--- src/rtl/conv_pkg.sv ---
package conv_pkg;
  typedef enum logic [1:0] {
    ST_IDLE  = 2'd0,
    ST_SHIFT = 2'd1,
    ST_SUM   = 2'd2
  } conv_state_e;
endpackage

--- src/rtl/conv_tap_mux.sv ---
// Picks one stored sample of the second sequence; sel=0 yields the
// highest-index sample, so the shift order is time-reversed.
module conv_tap_mux #(
  parameter int SAMPLE_W = 4,
  parameter int TAPS     = 4,
  localparam int CNT_W   = (TAPS > 1) ? $clog2(TAPS) : 1
) (
  input  logic [TAPS*SAMPLE_W-1:0] store,
  input  logic [CNT_W-1:0]         sel,
  output logic [SAMPLE_W-1:0]      sample
);
  logic [TAPS-1:0][SAMPLE_W-1:0] slots;

  assign slots = store;

  always_comb begin
    sample = '0;
    for (int i = 0; i < TAPS; i++) begin
      if (sel == CNT_W'(TAPS - 1 - i)) sample = slots[i];
    end
  end
endmodule

--- src/rtl/conv_sipo.sv ---
// Serial-in/parallel-out register: new sample enters slot 0, older ones move up.
module conv_sipo #(
  parameter int SAMPLE_W = 4,
  parameter int TAPS     = 4
) (
  input  logic                     clk,
  input  logic                     rst_n,
  input  logic                     shift_en,
  input  logic [SAMPLE_W-1:0]      din,
  output logic [TAPS*SAMPLE_W-1:0] pout
);
  logic [TAPS-1:0][SAMPLE_W-1:0] sr_q, sr_d;

  always_comb begin
    sr_d = sr_q;
    if (shift_en) begin
      for (int i = TAPS - 1; i > 0; i--) sr_d[i] = sr_q[i-1];
      sr_d[0] = din;
    end
  end

  always_ff @(posedge clk or negedge rst_n) begin
    if (!rst_n) sr_q <= '0;
    else        sr_q <= sr_d;
  end

  assign pout = sr_q;
endmodule

--- src/rtl/conv_col_sum.sv ---
// One output column: products with i+j == COL, reduced by 3:2 counters to
// a sum row and a carry row, then closed with one carry-propagate add.
module conv_col_sum #(
  parameter int SAMPLE_W = 4,
  parameter int TAPS     = 4,
  parameter int COL      = 0,
  parameter int SUM_W    = 10
) (
  input  logic [TAPS*SAMPLE_W-1:0] a_vec,
  input  logic [TAPS*SAMPLE_W-1:0] b_vec,
  output logic [SUM_W-1:0]         col_sum
);
  localparam int PAD = SUM_W - SAMPLE_W;

  logic [TAPS-1:0][SUM_W-1:0] pp;

  for (genvar i = 0; i < TAPS; i++) begin : g_pp
    localparam int J = COL - i;
    if (J >= 0 && J < TAPS) begin : g_on
      logic [SUM_W-1:0] a_ext, b_ext;
      assign a_ext = {{PAD{1'b0}}, a_vec[i*SAMPLE_W +: SAMPLE_W]};
      assign b_ext = {{PAD{1'b0}}, b_vec[J*SAMPLE_W +: SAMPLE_W]};
      assign pp[i] = a_ext * b_ext;
    end else begin : g_off
      assign pp[i] = '0;
    end
  end

  logic [SUM_W-1:0] s_row, c_row, s_nxt, c_nxt;

  always_comb begin
    s_row = pp[0];
    c_row = '0;
    s_nxt = '0;
    c_nxt = '0;
    for (int i = 1; i < TAPS; i++) begin
      s_nxt = s_row ^ c_row ^ pp[i];
      c_nxt = ((s_row & c_row) | (s_row & pp[i]) | (c_row & pp[i])) << 1;
      s_row = s_nxt;
      c_row = c_nxt;
    end
    col_sum = s_row + c_row;
  end
endmodule

--- src/rtl/conv4_direct.sv ---
module conv4_direct #(
  parameter int SAMPLE_W = 4,
  parameter int TAPS     = 4,
  localparam int OUT_N   = 2 * TAPS - 1,
  localparam int SUM_W   = 2 * SAMPLE_W + $clog2(TAPS),
  localparam int CNT_W   = (TAPS > 1) ? $clog2(TAPS) : 1
) (
  input  logic                     clk,
  input  logic                     rst_n,
  input  logic                     start,
  input  logic [TAPS*SAMPLE_W-1:0] x_in,
  input  logic [TAPS*SAMPLE_W-1:0] h_in,
  output logic                     busy,
  output logic                     done,
  output logic [OUT_N*SUM_W-1:0]   y_out
);
  import conv_pkg::*;

  conv_state_e state_q, state_d;
  logic [CNT_W-1:0] cnt_q, cnt_d;
  logic [TAPS*SAMPLE_W-1:0] x_q, h_q, b_par;
  logic [SAMPLE_W-1:0] tap;
  logic [OUT_N-1:0][SUM_W-1:0] col_res, y_q;
  logic done_q, cap_en, shift_en, load_en;

  assign cap_en   = start && (state_q == ST_IDLE);
  assign shift_en = (state_q == ST_SHIFT);
  assign load_en  = (state_q == ST_SUM);

  // next-state logic
  always_comb begin
    state_d = state_q;
    cnt_d   = cnt_q;
    unique case (state_q)
      ST_IDLE: begin
        if (start) begin
          state_d = ST_SHIFT;
          cnt_d   = '0;
        end
      end
      ST_SHIFT: begin
        cnt_d = cnt_q + 1'b1;
        if (cnt_q == CNT_W'(TAPS - 1)) state_d = ST_SUM;
      end
      ST_SUM:  state_d = ST_IDLE;
      default: state_d = ST_IDLE;
    endcase
  end

  // control registers
  always_ff @(posedge clk or negedge rst_n) begin
    if (!rst_n) begin
      state_q <= ST_IDLE;
      cnt_q   <= '0;
      done_q  <= 1'b0;
    end else begin
      state_q <= state_d;
      cnt_q   <= cnt_d;
      done_q  <= load_en;
    end
  end

  // operand capture, enabled only on an accepted start
  always_ff @(posedge clk or negedge rst_n) begin
    if (!rst_n) begin
      x_q <= '0;
      h_q <= '0;
    end else if (cap_en) begin
      x_q <= x_in;
      h_q <= h_in;
    end
  end

  conv_tap_mux #(.SAMPLE_W(SAMPLE_W), .TAPS(TAPS)) u_mux (
    .store  (h_q),
    .sel    (cnt_q),
    .sample (tap)
  );

  conv_sipo #(.SAMPLE_W(SAMPLE_W), .TAPS(TAPS)) u_sipo (
    .clk      (clk),
    .rst_n    (rst_n),
    .shift_en (shift_en),
    .din      (tap),
    .pout     (b_par)
  );

  for (genvar k = 0; k < OUT_N; k++) begin : g_col
    conv_col_sum #(
      .SAMPLE_W (SAMPLE_W),
      .TAPS     (TAPS),
      .COL      (k),
      .SUM_W    (SUM_W)
    ) u_col (
      .a_vec   (x_q),
      .b_vec   (b_par),
      .col_sum (col_res[k])
    );
  end

  // result registers, enabled in the summing cycle
  always_ff @(posedge clk or negedge rst_n) begin
    if (!rst_n)       y_q <= '0;
    else if (load_en) y_q <= col_res;
  end

  assign busy  = (state_q != ST_IDLE);
  assign done  = done_q;
  assign y_out = y_q;
endmodule

--- config.mk ---
export PLATFORM = sky130hd
export DESIGN_NAME = conv4_direct
export DESIGN_NICKNAME = d
export VERILOG_FILES = /design/src/rtl/conv_pkg.sv /design/src/rtl/conv_tap_mux.sv /design/src/rtl/conv_sipo.sv /design/src/rtl/conv_col_sum.sv /design/src/rtl/conv4_direct.sv
export SDC_FILE = /design/constraint.sdc
export NUM_CORES = 1
export LEC_CHECK = 0
export CORE_MARGIN = 5
export CORE_UTILIZATION = 30
export CTS_BUF_LIST = sky130_fd_sc_hd__clkbuf_16
export DETAILED_ROUTE_END_ITERATION = 8
export GPL_TIMING_DRIVEN = 0
export PLACE_DENSITY = 0.59
export SETUP_SLACK_MARGIN = 0.15
export SLEW_MARGIN = 10
export SYNTH_ARGS = -nofsm -noshare
export SYNTH_HDL_FRONTEND = slang
export SYNTH_SLANG_ARGS = --single-unit
--- constraint.sdc ---
create_clock -name clk -period 7.2 [get_ports clk]
set_input_delay 1.44 -clock clk [delete_from_list [all_inputs] [get_ports clk]]
set_output_delay 1.44 -clock clk [all_outputs]
set_load 0.005 [all_outputs]
# Word-level counts from Yosys, hierarchy flattened
# Cells that the tools add are included.
# Widths: inputs -> output; s select.
# word_totals
reg_bits,123
output_inout_bits,72
# op_classes
add_sub_neg,6
mul,16
eq_ne,7
mux,9
bitwise_logic,44
n_reduce_logical,7
# ops
cell,count
$mul 4x4->8,16
$and 9x9->9,11
$xor 10x10->10,8
$or 9x9->9,8
$add 10x10->10,5
$and 9x8->9,5
$and 8x8->8,4
$xor 8x8->8,4
$xor 10x8->10,2
$mux 4,4
$xor 10x9->10,1
$xor 8x9->9,1
$pmux 2 s2,2
$eq 2x2->1 const B,3
$mux 2,3
$eq 2x1->1 const B,2
$logic_not 2->1,2
$reduce_and 2->1,2
$reduce_bool 2->1,2
$add 2x1->2 const B,1
$ne 2x1->1 const B,1
$ne 2x2->1 const B,1
$logic_and 1x1->1,1

# Depth between registers and ports, before layout
# Gate-level depths: netlist (run 1).
# depth
word_depth,9
depth_mapped,23
mapped_depth_nobuf,22

# By module
# Synthesis (run 1) repeated with hierarchy kept, for this count alone.
# unflattened
hier_cells,1424
area_unflattened_um2,15209.6
# by_module_without_submodules
module,instances,cells_each,area_each_um2
conv4_direct,1,232,4376.7
conv_col_sum (g_col[3].u_col),1,303,2566.2
conv_col_sum (g_col[2].u_col),1,240,2042.0
conv_col_sum (g_col[4].u_col),1,208,1853.0
conv_col_sum (g_col[1].u_col),1,154,1426.4
conv_col_sum (g_col[5].u_col),1,141,1258.7
conv_sipo,1,34,649.4
conv_col_sum (g_col[0].u_col),1,54,466.7
conv_col_sum (g_col[6].u_col),1,54,465.4
conv_tap_mux,1,4,105.1

# Least setup slack after synthesis (run 1)
# No wires, ideal clock.
# synth_timing
path_type,register -> register
startpoint,"register u_sipo.sr_q, in the netlist u_sipo.pout[9]"
endpoint,"register y_q, in the netlist y_out[39]"
setup_ns,0.095
arrival_ns,5.135
t_required_ns,7.105
slack_ns,1.970
stages_incl_launch_ff,22
path_buffers,1
period_less_slack_ns,5.230
cell_sequence,dfrtp_1 clkbuf_1 nand2_1 fa_1 inv_1 fa_1 ha_1 a21o_1 a21oi_1 o21bai_1 a21oi_1 xnor2_1 ha_1 inv_1 fa_1 inv_1 fa_1 ha_1 or3_1 o211a_1 o21a_1 o31ai_1
# synth_via
elab_chain_len,9
# synth_rtl
item,line_no,text
"start, declared",conv_sipo.sv:12,"logic [TAPS-1:0][SAMPLE_W-1:0] sr_q, sr_d;"
"start signal, assigned",conv_sipo.sv:24,else sr_q <= sr_d;
$mul 4x4->8 (*),conv_col_sum.sv:23,assign pp[i] = a_ext * b_ext;
$xor 8x8->8 or $and 8x8->8 (tied branches),"conv_col_sum.sv:37, conv_col_sum.sv:38",
$and 9x9->9,conv_col_sum.sv:38,c_nxt = ((s_row & c_row) | (s_row & pp[i]) | (c_row & pp[i])) << 1;
$or 9x9->9 (2 in a row),conv_col_sum.sv:38,
$and 9x9->9,conv_col_sum.sv:38,
$or 9x9->9 (2 in a row),conv_col_sum.sv:38,
$add 10x10->10 (*),conv_col_sum.sv:42,col_sum = s_row + c_row;
"end signal, assigned",conv4_direct.sv:104,else if (load_en) y_q <= col_res;
"end, declared",conv4_direct.sv:23,"logic [OUT_N-1:0][SUM_W-1:0] col_res, y_q;"
# Every way passes the cells marked *; elsewhere a longest branch is shown, timed or not.
# A chain may end at the register's enable or synchronous reset.

# Worst setup path after layout (run 1)
# layout_timing
startpoint,"register u_sipo.sr_q, in the netlist u_sipo.pout[13]"
endpoint,"register y_q, in the netlist y_out[39]"
# Same word-level chain as after synthesis.

==> results.md, run 1 <==
- Status: finished clean
- Final wirelength: 39.0 mm
- Crit path kind: reg2reg
- CTS root buffer: clkbuf_16
- Post-Place Worst Slack: between 1 and 1.5 ns
- DIE AREA: 51800 um2
- IO Pins: 107
- CP peak stage delay: 0.56 ns
- Req. time, crit path: 7.54 ns
- CTS tree: done
- Latest clock arrival within the worst-skew pair: 0.44 ns
- Vias in the first global route: roughly 11000
- Placed Cells: 2228
- Drt wl/cell: 17.2 um
- Post-CTS Setup Inserts: 0
- Post-DRT Antenna Nets: 0
- Unrepaired setup endpoints after global routing: false
- Unique masters post-synth: 38
- Via count: 10700
- Fin cells: about 2300
- CP startpoint kind: register
- Pin count of the biggest net entering global routing: 86
- Critical path cell sequence: clkbuf_1 > nand2_1 > fa_1 > inv_1 > fa_1 > ha_1 > a21o_1 > a21oi_1 > o21bai_1 > a21oi_1 > xnor2_1 > ha_1 > inv_1 > fa_1 > inv_1 > fa_1 > ha_1 > or3_1 > o211a_1 > o21a_1 > o31ai_1
- Final setup TNS: 0 ns
- Setup Skew: between 0.01 and 0.015 ns
- First-pass DRT Iterations: 5
- Worst hold path class: reg2reg
- Max cap viols: 0
- Worst Max-Slew Pin Slew: between 1 and 1.5 ns
- Final Hold Viols: 0
- Sequential share of the synthesized area: 21.0%
- Overall Global Routing Usage: 15.6%
- Clock slew at reported path FFs: 0.07 ns
- Commonest non-fill, non-tap cells in the layout: ha_1, nand2_1, and2_1
- Post-cts sizing count: 0
- Final worst path period need: 6.05 ns
- Fmax: around 170 MHz
- Final Setup Violations: 0
- Post-CTS Hold Buffers: 0
- Worst Path Max Fanout: 10
- Die Y-Extent: 228 um
- First-pass GRT wire length: around 62 mm
- Relative slew margins: 30.0%
- Worst setup margin: 1.15 ns
- Initial Utilization: 30.4%
- Crit share post-route: 84.0%
- Ant diodes: 0
- Inserted Clock Buffers: 17
- CP max-delay cell: fa_1
- Clk sinks: 119
- DRT iter0 DRCs: 561
- Cells after synthesis: around 1500
- RePlAce Congestion: 0.899
- Top FF cell, synth: dfrtp_1
- Crit path capture type: register
- Row count: 79
- Clk buf depth: 2
- DR DRC count: 0
- Slew Limit Fails: 0
- Post-synth EDFFs: 0
- Layout cells sized above 1: 5.32%
- CORE AREA: 46700 um2
- Post-synthesis cell area: 14200 um2
- Seq cells post-synth: about 120
- I/O Buffers: 102
- Hpwl dp: 30.9 mm
- Synthesis-to-layout area growth: 16.9%
- Crit path max-delay family: adder cells
- Utilization after layout: 35.6%
- Critical Path AT: 6.39 ns
- Mapped Avg Cell Area: 9.37 um2
- Crit path top cell by count: fa_1
- Leading cell type in the layout, fill and taps excluded: ha_1
- NumNets Final: 2072
- Synthesis Warnings: 0
- H-tree Lvls: 4
- GRT Residual Overflow: 0
- FFs w/ async S/R, synth: 100%
- Die width: 228 um
- Worst path bufs/invs: 4
- Initial antenna violation count: 0
- Vias per cell: 4.71
-- flip-flops by register name (all words and copies together), names as in the netlist --
| name | cells |
|---|---|
| x_q | 16 |
| u_sipo.pout | 16 |
| done | 1 |
| cnt_q | 2 |
| y_out | 66 |
| h_q | 16 |
| state_q | 2 |
-- worst min-delay path: stages (launching register included) --
cell	delay [ns]
dfrtp_1	0.34
nand2_1	0.05
nand2_1	0.05
-- layer usage --
layer / vias up / part of all wire, % / track usage, %
met4: 0 / 2.4 / 4.57
li1: 5253 / - / -
met5: - / 0 / 0
met2: 207 / 46 / 25.8
met3: 56 / 5.4 / 3.37
met1: 5136 / 46 / 20.6
-- cells in the mapped netlist (all sizes together), types with 2 or more instances --
master  count  area share [%]
o22ai       2           0.088
clkbuf     49             1.3
a31oi       5            0.22
a21oi      71             2.5
nand3       2           0.071
nor2b       7            0.31
a221oi      3            0.19
o21a        5            0.26
ha        299              26
o31a        3            0.19
nand2     207             5.5
and2      169             7.4
a211oi     11            0.58
o21bai     21             1.1
nand2b      3            0.13
nor2       35            0.98
dfrtp     119              21
xnor2      53             3.3
a21o       27             1.4
buf         9            0.44
o21ai      62             2.2
xor2       32             2.0
fa         98              14
mux2       45             3.6
o31ai       3            0.16
inv       153             4.0
nor3       14            0.49
-- through the flow --
stage | instance area, um2 | hold slack (ns)
3_5_place_dp | 16000 | 0.465
4_1_cts | 16600 | 0.482
3_3_place_gp | 16000 | 0.464
6_report | 16600 | 0.474
2_1_floorplan | 14200 | 0.463
5_1_grt | 16600 | 0.506
-- area by class of cell --
cell class | instances | area [um2]
plain buffers | 58 | 246
clock buffers | 17 | 425
clock inverters | 15 | 155
fillers | 4815 | 30100
inverters | 153 | 574
multi-input cells | 1188 | 10400
flip-flops and latches | 119 | 2980
well taps | 607 | 759
repair buffers | 103 | 1050
-- path summary, 6_finish.rpt --
| kind | start | depth (start not counted) | slack (ns) | end |
|---|---|---|---|---|
| worst min register to register | y_out[31]$_DFFE_PN0P_ | 2 | 0.47 | y_out[31]$_DFFE_PN0P_ |
| worst max register to register | u_sipo.pout[13]$_DFFE_PN0P_ | 21 | 1.15 | y_out[39]$_DFFE_PN0P_ |
| worst max-delay path | u_sipo.pout[13]$_DFFE_PN0P_ | 21 | 1.15 | y_out[39]$_DFFE_PN0P_ |
| worst min-delay path | y_out[31]$_DFFE_PN0P_ | 2 | 0.47 | y_out[31]$_DFFE_PN0P_ |
| max in group asynchronous | rst_n | 2 | 5.56 | y_out[58]$_DFFE_PN0P_ |
| min in group asynchronous | rst_n | 1 | 0.89 | h_q[6]$_DFFE_PN0P_ |
-- cells by family after synthesis --
| family | share of synthesized area, % |
|---|---|
| other | 0.0264 |
| adder cells (fa/ha/maj) | 40.2 |
| flip-flops | 21.0 |
| XOR/XNOR | 5.24 |
| buffers and inverters | 5.78 |
| AO/OA/AOI/OAI | 9.11 |
| AND/OR/NAND/NOR | 15.0 |
| multiplexers | 3.64 |
Power of run 1 is left out: the tool's default activity adds up to more than one toggle a clock period on the data nets, which glitch-free logic cannot reach.
==> run 2: changes to the inputs <==
PLACE_DENSITY = 0.6   (was 0.59)
clock period = 5.3 ns   (was 7.2 ns; I/O delays follow)
==> results.md, run 2 (same netlist as run 1, synthesis figures left out) <==
- Inserted Clock Buffers: 17
- Critical Path AT: 5.57 ns
- Critical path cell sequence: buf_8 > nand2_2 > fa_1 > inv_1 > fa_1 > buf_4 > inv_1 > fa_2 > inv_2 > a21o_1 > a21oi_2 > xnor2_2 > ha_1 > fa_1 > fa_1 > ha_4 > or3_1 > o211a_1 > o21a_1 > o31ai_1
- Worst path bufs/invs: 5
- H-tree Lvls: 4
- CP peak stage delay: 0.53 ns
- Final Hold Viols: 0
- I/O Buffers: 102
- Unrepaired setup endpoints after global routing: true
- Die width: 228 um
- First-pass DRT Iterations: 5
- Synthesis-to-layout area growth: 23.3%
- Max cap viols: 0
- Hpwl dp: 31.2 mm
- Setup Skew: 0.0154 ns
- Commonest non-fill, non-tap cells in the layout: ha_1, nand2_1, and2_1
- Utilization after layout: between 30% and 40%
- Max reg flops: 66
- Relative slew margins: 31.0%
- Layout cells sized above 1: 14.2%
- Worst Max-Slew Pin Slew: 1.04 ns
- CP startpoint kind: register
- Overall Global Routing Usage: roughly 16%
- Vias in the first global route: 11600
- Die Y-Extent: 228 um
- Worst hold path class: reg2reg
- First-pass GRT wire length: 64.5 mm
- Worst Path Max Fanout: 4
- Clock slew at reported path FFs: 0.07 ns
- CP max-delay cell: fa_1
- CTS tree: done
- Status: finished clean
- Post-DRT Antenna Nets: 0
- Leading cell type in the layout, fill and taps excluded: ha_1
- Clk buf depth: 2
- DR DRC count: 0
- Crit share post-route: between 90% and 100%
- Initial antenna violation count: 1
- Drt wl/cell: 17.9 um
- Req. time, crit path: 5.65 ns
- DRT iter0 DRCs: 524
- Crit path kind: reg2reg
- RePlAce Congestion: 0.900
- Final worst path period need: 5.22 ns
- NumNets Final: around 2100
- Via count: 11100
- Crit path max-delay family: adder cells
- Row count: 79
- GRT Residual Overflow: 0
- Pin count of the biggest net entering global routing: 69
- Slew Limit Fails: 0
- CTS root buffer: clkbuf_16
- Crit path capture type: register
- Ant diodes: 0
- Final Setup Violations: 0
- Initial Utilization: 30.4%
- Crit path top cell by count: fa_1
- IO Pins: 107
- DIE AREA: 51800 um2
- Vias per cell: between 4 and 5
- Clk sinks: 119
- Final wirelength: 41.1 mm
- Fmax: 192 MHz
- CORE AREA: 46700 um2
- Worst hold margin: ~0.47 ns
- Latest clock arrival within the worst-skew pair: 0.44 ns
[run 2: worst reg2reg max path: stages, from the launching register on]
cell     delay, ns
dfrtp_2       0.43
buf_8         0.13
nand2_2       0.06
fa_1          0.53
inv_1         0.05
fa_1          0.51
buf_4         0.12
inv_1         0.05
fa_2          0.39
inv_2         0.06
a21o_1        0.11
a21oi_2       0.06
xnor2_2       0.24
ha_1          0.29
fa_1          0.49
fa_1          0.52
ha_4          0.20
or3_1         0.35
o211a_1       0.23
o21a_1        0.17
o31ai_1       0.17
[run 2: what timing repair did]
action | in CTS | in global routing
setup buffers | 26 | 15
resized for setup | 90 | 79
hold buffers | 0 | 0
pin swaps | 16 | 50
endpoints found under the setup margin | 18 | 14
[run 2: final cells by class]
class	count	area (um2)
Fill cell	4675	29200
Multi-Input combinational cell	1188	10700
Sequential cell	119	3010
Timing Repair Buffer	144	1370
Tap cell	607	759
Inverter	153	574
Buffer	58	484
Clock buffer	17	425
Clock inverter	15	156
[run 2: through the flow]
stage          cells  worst slack [ns]  cell area, um2  TNS (ns)
2_1_floorplan   1518             0.153           14200         0
3_3_place_gp    2227             -1.66           16000   -198.05
3_5_place_dp    2228            -0.618           16000     -2.91
4_1_cts         2286             0.101           17100         0
5_1_grt         2301            -0.150           17500    -0.248
6_report        2301            0.0807           17500         0
[run 2: worst paths after layout]
path | startpoint | to | slack [ns] | cells after the start
hold / removal | y_out[52]$_DFFE_PN0P_ | y_out[52]$_DFFE_PN0P_ | 0.47 | 2
max in group asynchronous | rst_n | y_out[35]$_DFFE_PN0P_ | 4.00 | 2
hold reg to reg | y_out[52]$_DFFE_PN0P_ | y_out[52]$_DFFE_PN0P_ | 0.47 | 2
setup reg to reg | x_q[2]$_DFFE_PN0P_ | y_out[39]$_DFFE_PN0P_ | 0.08 | 20
min in group asynchronous | rst_n | h_q[6]$_DFFE_PN0P_ | 0.57 | 1
setup / recovery | x_q[2]$_DFFE_PN0P_ | y_out[39]$_DFFE_PN0P_ | 0.08 | 20
[run 2: per-layer routing]
layer	GRT usage [%]	share of wire, %
met1	22.0	47
met5	0	0
met2	26.5	46
met3	2.39	4.2
met4	5.07	2.9
Power of run 2 is left out for the same reason.
